===== config.mk =====
export PLATFORM = sky130hd
export DESIGN_NAME = portsel_ctrl
export DESIGN_NICKNAME = d
export VERILOG_FILES = /design/src/rtl/portsel_pkg.sv /design/src/rtl/portsel_mode_dec.sv /design/src/rtl/portsel_port_reg.sv /design/src/rtl/portsel_reject.sv /design/src/rtl/portsel_ctrl.sv
export SDC_FILE = /design/constraint.sdc
export NUM_CORES = 1
export LEC_CHECK = 0
export BUFFER_PORTS_ARGS = -buffer_cell sky130_fd_sc_hd__buf_2
export CAP_MARGIN = 15
export CORE_AREA = 3 3 40 42
export DETAILED_ROUTE_END_ITERATION = 8
export DIE_AREA = 0 0 43 45
export GPL_ROUTABILITY_DRIVEN = 0
export PLACE_DENSITY_LB_ADDON = 0.1
export SYNTH_ARGS = -nofsm -noshare
export SYNTH_HDL_FRONTEND = slang
export SYNTH_SLANG_ARGS = --single-unit

===== constraint.sdc =====
create_clock -name clk -period 0.9 [get_ports clk]
set_input_delay 0.135 -clock clk [delete_from_list [all_inputs] [get_ports clk]]
set_output_delay 0.135 -clock clk [all_outputs]
set_load 0.01 [all_outputs]

===== src/rtl/portsel_pkg.sv =====
package portsel_pkg;

  typedef enum logic [1:0] {
    PORT_NONE = 2'd0,
    PORT_AUI  = 2'd1,
    PORT_TP   = 2'd2
  } port_e;

  // pin selection in force only when the pin is not claimed for reject
  function automatic logic pin_mode_on(input logic pin_cfg, input logic ext_rej);
    return pin_cfg & ~ext_rej;
  endfunction

  // 1 = twisted pair wanted, 0 = AUI wanted
  function automatic logic pick_tp(input logic pin_cfg, input logic auto_cfg,
                                   input logic ext_rej, input logic sw_tp,
                                   input logic pin, input logic link);
    logic r;
    if (pin_mode_on(pin_cfg, ext_rej)) r = pin;
    else if (auto_cfg)                 r = link;
    else                               r = sw_tp;
    return r;
  endfunction

  function automatic logic merge_reject(input logic int_rej, input logic ext_en,
                                        input logic pin);
    return int_rej | (ext_en & pin);
  endfunction

endpackage


===== src/rtl/portsel_mode_dec.sv =====
module portsel_mode_dec
  import portsel_pkg::*;
(
  input  logic  cfg_pin_sel,
  input  logic  cfg_auto_sel,
  input  logic  cfg_ext_rej,
  input  logic  sw_sel_tp,
  input  logic  sel_pin,
  input  logic  link_good,
  output port_e want_port
);
  logic want_tp;
  always_comb begin
    want_tp   = pick_tp(cfg_pin_sel, cfg_auto_sel, cfg_ext_rej, sw_sel_tp, sel_pin, link_good);
    want_port = want_tp ? PORT_TP : PORT_AUI;
  end
endmodule


===== src/rtl/portsel_port_reg.sv =====
module portsel_port_reg
  import portsel_pkg::*;
(
  input  logic  clk,
  input  logic  rst_n,
  input  logic  sleep_req,
  input  logic  frame_busy,
  input  port_e want_port,
  output port_e port_q,
  output logic  port_load
);
  always_comb port_load = (port_q == PORT_NONE) || !frame_busy;

  always_ff @(posedge clk or negedge rst_n) begin
    if (!rst_n)          port_q <= PORT_NONE;
    else if (sleep_req)  port_q <= PORT_NONE;
    else if (port_load)  port_q <= want_port;
  end
endmodule


===== src/rtl/portsel_reject.sv =====
module portsel_reject
  import portsel_pkg::*;
(
  input  logic clk,
  input  logic rst_n,
  input  logic sleep_req,
  input  logic addr_done,
  input  logic int_reject,
  input  logic cfg_ext_rej,
  input  logic sel_pin,
  output logic rej_q,
  output logic vld_q
);
  always_ff @(posedge clk or negedge rst_n) begin
    if (!rst_n) begin
      rej_q <= 1'b0;
      vld_q <= 1'b0;
    end else if (sleep_req) begin
      rej_q <= 1'b0;
      vld_q <= 1'b0;
    end else begin
      vld_q <= addr_done;
      if (addr_done) rej_q <= merge_reject(int_reject, cfg_ext_rej, sel_pin);
    end
  end
endmodule


===== src/rtl/portsel_ctrl.sv =====
module portsel_ctrl
  import portsel_pkg::*;
(
  input  logic clk,
  input  logic rst_n,
  input  logic cfg_pin_sel,
  input  logic cfg_auto_sel,
  input  logic sw_sel_tp,
  input  logic cfg_ext_rej,
  input  logic sel_pin,
  input  logic link_good,
  input  logic frame_busy,
  input  logic addr_done,
  input  logic int_reject,
  input  logic sleep_req,
  output logic tp_en,
  output logic aui_en,
  output logic xcvr_dis,
  output logic rej_out,
  output logic rej_vld
);
  port_e want_port;
  port_e port_q;
  logic  port_load;
  logic  rej_q, vld_q;

  portsel_mode_dec u_dec (
    .cfg_pin_sel (cfg_pin_sel),
    .cfg_auto_sel(cfg_auto_sel),
    .cfg_ext_rej (cfg_ext_rej),
    .sw_sel_tp   (sw_sel_tp),
    .sel_pin     (sel_pin),
    .link_good   (link_good),
    .want_port   (want_port)
  );

  portsel_port_reg u_port (
    .clk       (clk),
    .rst_n     (rst_n),
    .sleep_req (sleep_req),
    .frame_busy(frame_busy),
    .want_port (want_port),
    .port_q    (port_q),
    .port_load (port_load)
  );

  portsel_reject u_rej (
    .clk        (clk),
    .rst_n      (rst_n),
    .sleep_req  (sleep_req),
    .addr_done  (addr_done),
    .int_reject (int_reject),
    .cfg_ext_rej(cfg_ext_rej),
    .sel_pin    (sel_pin),
    .rej_q      (rej_q),
    .vld_q      (vld_q)
  );

  logic awake;
  always_comb begin
    awake    = !sleep_req;
    tp_en    = awake && (port_q == PORT_TP);
    aui_en   = awake && (port_q == PORT_AUI);
    xcvr_dis = !aui_en;
    rej_out  = awake && rej_q;
    rej_vld  = awake && vld_q;
  end

  logic unused_load;
  assign unused_load = port_load;
endmodule


==> flow_summary.toml, run 1 <==
[final_layout]
fin_cells = 61
nets = 60
area_growth_pct = 83.2
final_util_pct = 32.8
diodes = 0
final_layout_size_suffix_gt1_share_pct = 65.2

[yosys]
syn_nets = 33
netlist_instances = 21
yosysSeqAreaShare_pct = 43.5
ys_warn_count = 0
synth-seq-cells = 4
syn_area_per_cell_um2 = 11.0
syn_area_um2 = 230
yosysUniqueCellTypes = 16

[power_and_ir_drop]
ir_drop_mv = 0.300
power_leakage_nw = 0.219
powerDensity_nw_per_um2 = 1340
power.total_mw = 0.565

[detailed_routing]
wl_um = 604
first_pass_iters = 1
ant_nets = 0
post_drt_wl_per_cell_um = 9.90
vias = 241
drc_errors = 0
avgViaCountPerCell = 3.95
drtIter0Drc = 0

[critical_path]
r2r_cells = 4
crit_path_end_kind = "output port"
crit_type = "flop to output port"
slowest_delay_ns = 0.37
crit_chain = "or3_4 > inv_2 > buf_6"
crit_fanout = 2
start_kind = "flop"
reg2reg_slack_ns = -0.24
crit_family = "flip-flops"
crit_required_ns = 0.76
crit_buf_inv = 2
slowest_stage = "dfrtp_1"
timing.rr.start = "u_port.port_q[0]$_DFFE_PN0P_"
rr_endpoint = "u_port.port_q[1]$_DFFE_PN0P_"
critPathArrivalTime_ns = 1.12

[grt]
grt_max_degree = 8
grt_pass1_wl_um = 903
grtUsageTotal_pct = 6.26
antenna_found_initial = 0
grt_pass1_vias = 245
gr-total-overflow = 0

[clock_network]
clkSinkCount = 4
root_buffer = "clkbuf_4"
clk_latency_ns = 0.22
clk_path_buf_depth = 2
cts_buffers = 3
cts_max_level = 1
cts_tree = "built"
clkTransAtPathRegs_ns = 0.04

[outcome]
violations = "setup timing"
outcome = "complete, but fails checks"

[timing]
finalHoldViolations = 0
period_needed_ns = 1.25
finalSetupTns_ns = -1.59
finalCritPeriodShare_pct = 139
fin_skew_ns = 0.0000226
fmaxAchievable_mhz = 797
relSlewSlack_pct = 82.2
finalSetupViolCount = 7
setup_ws_ns = -0.354
tightest_slew_ns = 0.260
drv_slew = 0
grt_setup_unrepaired = "yes"

[worst_hold_path]
min_path_cells = 2
min_path_type = "input port to flop"
min_to = "u_rej.rej_q$_DFFE_PN0P_"
min_from = "addr_done"

[flow_run]
max-cap-violations = 0

[floorplanning]
die_w_um = 43
die_h_um = 45
dieArea_um2 = 1940
initial_utilization_pct = 17.9
rows = 13
ios = 17
core_area_um2 = 1280

[placement]
pre_cts_slack_ns = -0.170
portBuffers = 16
placedCellCount = 56
registers in the layout, summed over array words and instances (netlist names):
name           cells
u_port.port_q      2
u_rej.rej_q        1
u_rej.vld_q        1
where the power goes:
group | internal [mW] | total (mW) | switching [mW]
combinational | 0.0865 | 0.148 | 0.0616
clock | 0.149 | 0.216 | 0.0668
sequential | 0.195 | 0.202 | 0.00714
total | 0.430 | 0.565 | 0.136
layout make-up:
type / instances / area [um2]
fill: 144 / 863
multi-input combinational: 15 / 139
timing repair buffer: 22 / 134
sequential: 4 / 100
clock buffer: 3 / 22.5
tap: 15 / 18.8
inverter: 2 / 7.51
through the flow:
step	hold slack [ns]	area, um2
finish	0.0987	422
global route	0.110	422
CTS	0.0980	422
detailed placement	-0.0550	359
global placement	-0.0555	359
floorplan	-0.161	230
what timing repair did:
action                                  4_1_cts  5_1_grt
hold endpoints to repair                      4        0
endpoints found under the setup margin        7        7
hold buffers                                  1        0
cloned                                        0        0
gates resized for setup                       3        1
pin swaps                                     3        0
buffers inserted                              1        0
per-layer routing:
layer / wire length (um) / vias to the layer above / GRT usage, %
li1: - / 125 / -
met5: 0 / - / 0
met3: 61 / 0 / 0
met1: 251 / 103 / 7.28
met2: 291 / 13 / 10.8
met4: 0 / 0 / 5.42
cell usage after synthesis (all sizes together):
| library cell | number | share of area [%] |
|---|---|---|
| nor2b | 3 | 8.2 |
| mux2i | 1 | 4.3 |
| inv | 2 | 3.3 |
| or3 | 1 | 4.9 |
| a211oi | 1 | 3.3 |
| and2 | 1 | 2.7 |
| a221oi | 1 | 6.5 |
| nand2b | 1 | 2.7 |
| nor2 | 1 | 1.6 |
| dfrtp | 4 | 43 |
| o21ba | 1 | 4.3 |
| a21oi | 1 | 2.2 |
| nor3b | 2 | 8.7 |
| a311oi | 1 | 3.8 |
logic make-up after synthesis:
family,after synthesis,synth area share (%)
buf+inv,2,3.26
simple gates,9,28.8
flops,4,43.5
mux,1,4.35
compound gates,5,20.1
worst register-to-register path: stages, from the launching register on:
cell,delay (ns)
dfrtp_1,0.38
buf_4,0.15
buf_4,0.13
a221oi_4,0.28
o21ba_1,0.15
placed cells by master (no fill, tap or decap):
| cell | netlist | final |
|---|---|---|
| inv_2 | 1 | 2 |
| or3_4 | 1 | 1 |
| a211oi_1 | 1 | 1 |
| dfrtp_1 | 4 | 4 |
| nand2b_1 | 1 | 1 |
| a221oi_4 | 0 | 1 |
| mux2i_1 | 1 | 1 |
| nor2b_1 | 3 | 3 |
| a311oi_1 | 1 | 1 |
| nor2_1 | 1 | 1 |
| buf_4 | 0 | 5 |
| and2_1 | 1 | 1 |
| buf_6 | 0 | 1 |
| buf_2 | 0 | 15 |
| nor3b_2 | 1 | 2 |
| dlygate4sd3_1 | 0 | 1 |
| clkbuf_4 | 0 | 3 |
| o21ba_1 | 1 | 1 |
| a21oi_1 | 1 | 1 |
worst max-delay path by stage:
stage | from | to | cells after the start | slack [ns]
6_report | u_port.port_q[1]$_DFFE_PN0P_ | aui_en | 3 | -0.35
5_1_grt | u_port.port_q[1]$_DFFE_PN0P_ | aui_en | 3 | -0.39
4_1_cts | u_port.port_q[1]$_DFFE_PN0P_ | aui_en | 3 | -0.37
3_5_place_dp | u_port.port_q[0]$_DFFE_PN0P_ | aui_en | 4 | -0.17
3_3_place_gp | u_port.port_q[0]$_DFFE_PN0P_ | aui_en | 4 | -0.14
2_1_floorplan | u_port.port_q[1]$_DFFE_PN0P_ | aui_en | 2 | -0.07
Power figures use the tool's default switching activity.
==> inputs of run 2 (changes only) <==
--- a/config.mk
+++ b/config.mk
@@ -15,3 +15,4 @@
 export SYNTH_ARGS = -nofsm -noshare
 export SYNTH_HDL_FRONTEND = slang
 export SYNTH_SLANG_ARGS = --single-unit
+export TNS_END_PERCENT = 50
==> flow_summary.toml, run 2 (synthesized netlist as in run 1, its figures left out) <==
[outcome]
outcome = "complete, but fails checks"
violations = "setup timing"

[clock_network]
clk_path_buf_depth = 2
cts_buffers = 3
clk_latency_ns = 0.22
root_buffer = "clkbuf_4"
cts_tree = "built"
clkSinkCount = 4
clkTransAtPathRegs_ns = 0.04
cts_max_level = 1

[critical_path]
slowest_stage = "dfrtp_1"
critPathArrivalTime_ns = 1.12
startpoint = "u_port.port_q[1]$_DFFE_PN0P_"
crit_required_ns = 0.76
crit_type = "flop to output port"
start_kind = "flop"
timing.rr.start = "u_port.port_q[0]$_DFFE_PN0P_"
slowest_delay_ns = 0.37
crit_fanout = 2
crit_path_end_kind = "output port"
crit_chain = "or3_4 > inv_2 > buf_6"

[grt]
antenna_found_initial = 0
grt_pass1_vias = 245
grt_max_degree = 8
gr-total-overflow = 0
grtUsageTotal_pct = 6.26
grt_pass1_wl_um = 903

[floorplanning]
core_area_um2 = 1280
die_w_um = 43
initial_utilization_pct = 17.9
ios = 17
dieArea_um2 = 1940
die_h_um = 45
rows = 13

[timing]
finalSetupViolCount = 7
drv_slew = 0
relSlewSlack_pct = 82.2
finalHoldViolations = 0
finalCritPeriodShare_pct = 139
tightest_slew_ns = 0.260
setup_ws_ns = -0.354
fin_skew_ns = 0.0000226
period_needed_ns = 1.25
fmaxAchievable_mhz = 797
grt_setup_unrepaired = "yes"

[final_layout]
largest_reg_flops = 2
largest_register = "u_port.port_q"
nets = 60
area_growth_pct = 83.2
seq_area_um2 = 100
finish.instance_area_um2 = 422
reg_top3 = "u_port.port_q x2, u_rej.rej_q x1, u_rej.vld_q x1"
diodes = 0
final_layout_size_suffix_gt1_share_pct = 65.2
n_fill_cell = 144
final_common_cell = "buf_2"
multi_input_area_um2 = 139
layout_common_cells = "buf_2, buf_4, dfrtp_1, nor2b_1, clkbuf_4"

[power_and_ir_drop]
power.total_mw = 0.565
powerDensity_nw_per_um2 = 1340
power_leakage_nw = 0.219
ir_drop_mv = 0.300

[detailed_routing]
first_pass_iters = 1
drtIter0Drc = 0
wl_met1_um = 251
ant_nets = 0
wl_met2_um = 291
post_drt_wl_per_cell_um = 9.90
wl_met3_um = 61
top_layer = "met3"
avgViaCountPerCell = 3.95
drc_errors = 0
vias = 241
wl_um = 604

[worst_hold_path]
min_path_type = "input port to flop"
min_from = "addr_done"

[flow_run]
max-cap-violations = 0

[placement]
place_area_um2 = 359
portBuffers = 16
==> run 2: critical path: cells and delay by family (launching register included) <==
kind | cells | cell delay, ns
buffers and inverters | 2 | 0.15
flip-flops | 1 | 0.37
AND/OR/NAND/NOR | 1 | 0.37
==> run 2: worst paths after layout <==
kind | to | slack (ns) | cells past startpoint
worst max-delay path | aui_en | -0.35 | 3
worst min-delay path | u_rej.rej_q$_DFFE_PN0P_ | 0.1 | 2
worst max register to register | u_port.port_q[1]$_DFFE_PN0P_ | -0.24 | 4
worst min register to register | u_rej.rej_q$_DFFE_PN0P_ | 0.56 | 2
max in group asynchronous | u_port.port_q[0]$_DFFE_PN0P_ | 0.53 | 2
min in group asynchronous | u_rej.vld_q$_DFF_PN0_ | 0.25 | 2
==> run 2: final cells by class <==
| cell class | count | area share (%) |
|---|---|---|
| multi-input cells | 15 | 32.9 |
| repair buffers | 22 | 31.8 |
| flip-flops and latches | 4 | 23.7 |
| clock buffers | 3 | 5.34 |
| well taps | 15 | 4.45 |
| inverters | 2 | 1.78 |
==> run 2: per-layer routing <==
| layer | vias to the layer above | track usage, % |
|---|---|---|
| li1 | 125 | - |
| met1 | 103 | 7.28 |
| met2 | 13 | 10.8 |
| met3 | 0 | 0 |
| met4 | 0 | 5.42 |
| met5 | - | 0 |
==> run 2: metrics by stage <==
stage / TNS, ns / instances / util (%) / hold slack (ns) / setup slack, ns
2_1_floorplan: -0.0721 / 21 / - / -0.161 / -0.0721
3_3_place_gp: -0.492 / 56 / 27.9 / -0.0555 / -0.140
3_5_place_dp: -0.603 / 56 / 27.9 / -0.0550 / -0.170
4_1_cts: -1.60 / 61 / 32.8 / 0.0980 / -0.366
5_1_grt: -1.87 / 61 / 32.8 / 0.110 / -0.391
6_report: -1.59 / 61 / 32.8 / 0.0987 / -0.354
==> run 2: repair_timing <==
action | in CTS | in global routing
hold buffers | 1 | 0
setup buffers | 1 | 0
pin swaps | 3 | 0
endpoints found under the hold margin | 4 | 0
setup endpoints to repair | 7 | 7
resized for setup | 3 | 1
==> run 2: power breakdown <==
| group | total (mW) | leakage [nW] | internal, mW | switching [mW] |
|---|---|---|---|---|
| Clock | 0.216 | 0.0138 | 0.149 | 0.0668 |
| Sequential | 0.202 | 0.0515 | 0.195 | 0.00714 |
| Combinational | 0.148 | 0.154 | 0.0865 | 0.0616 |
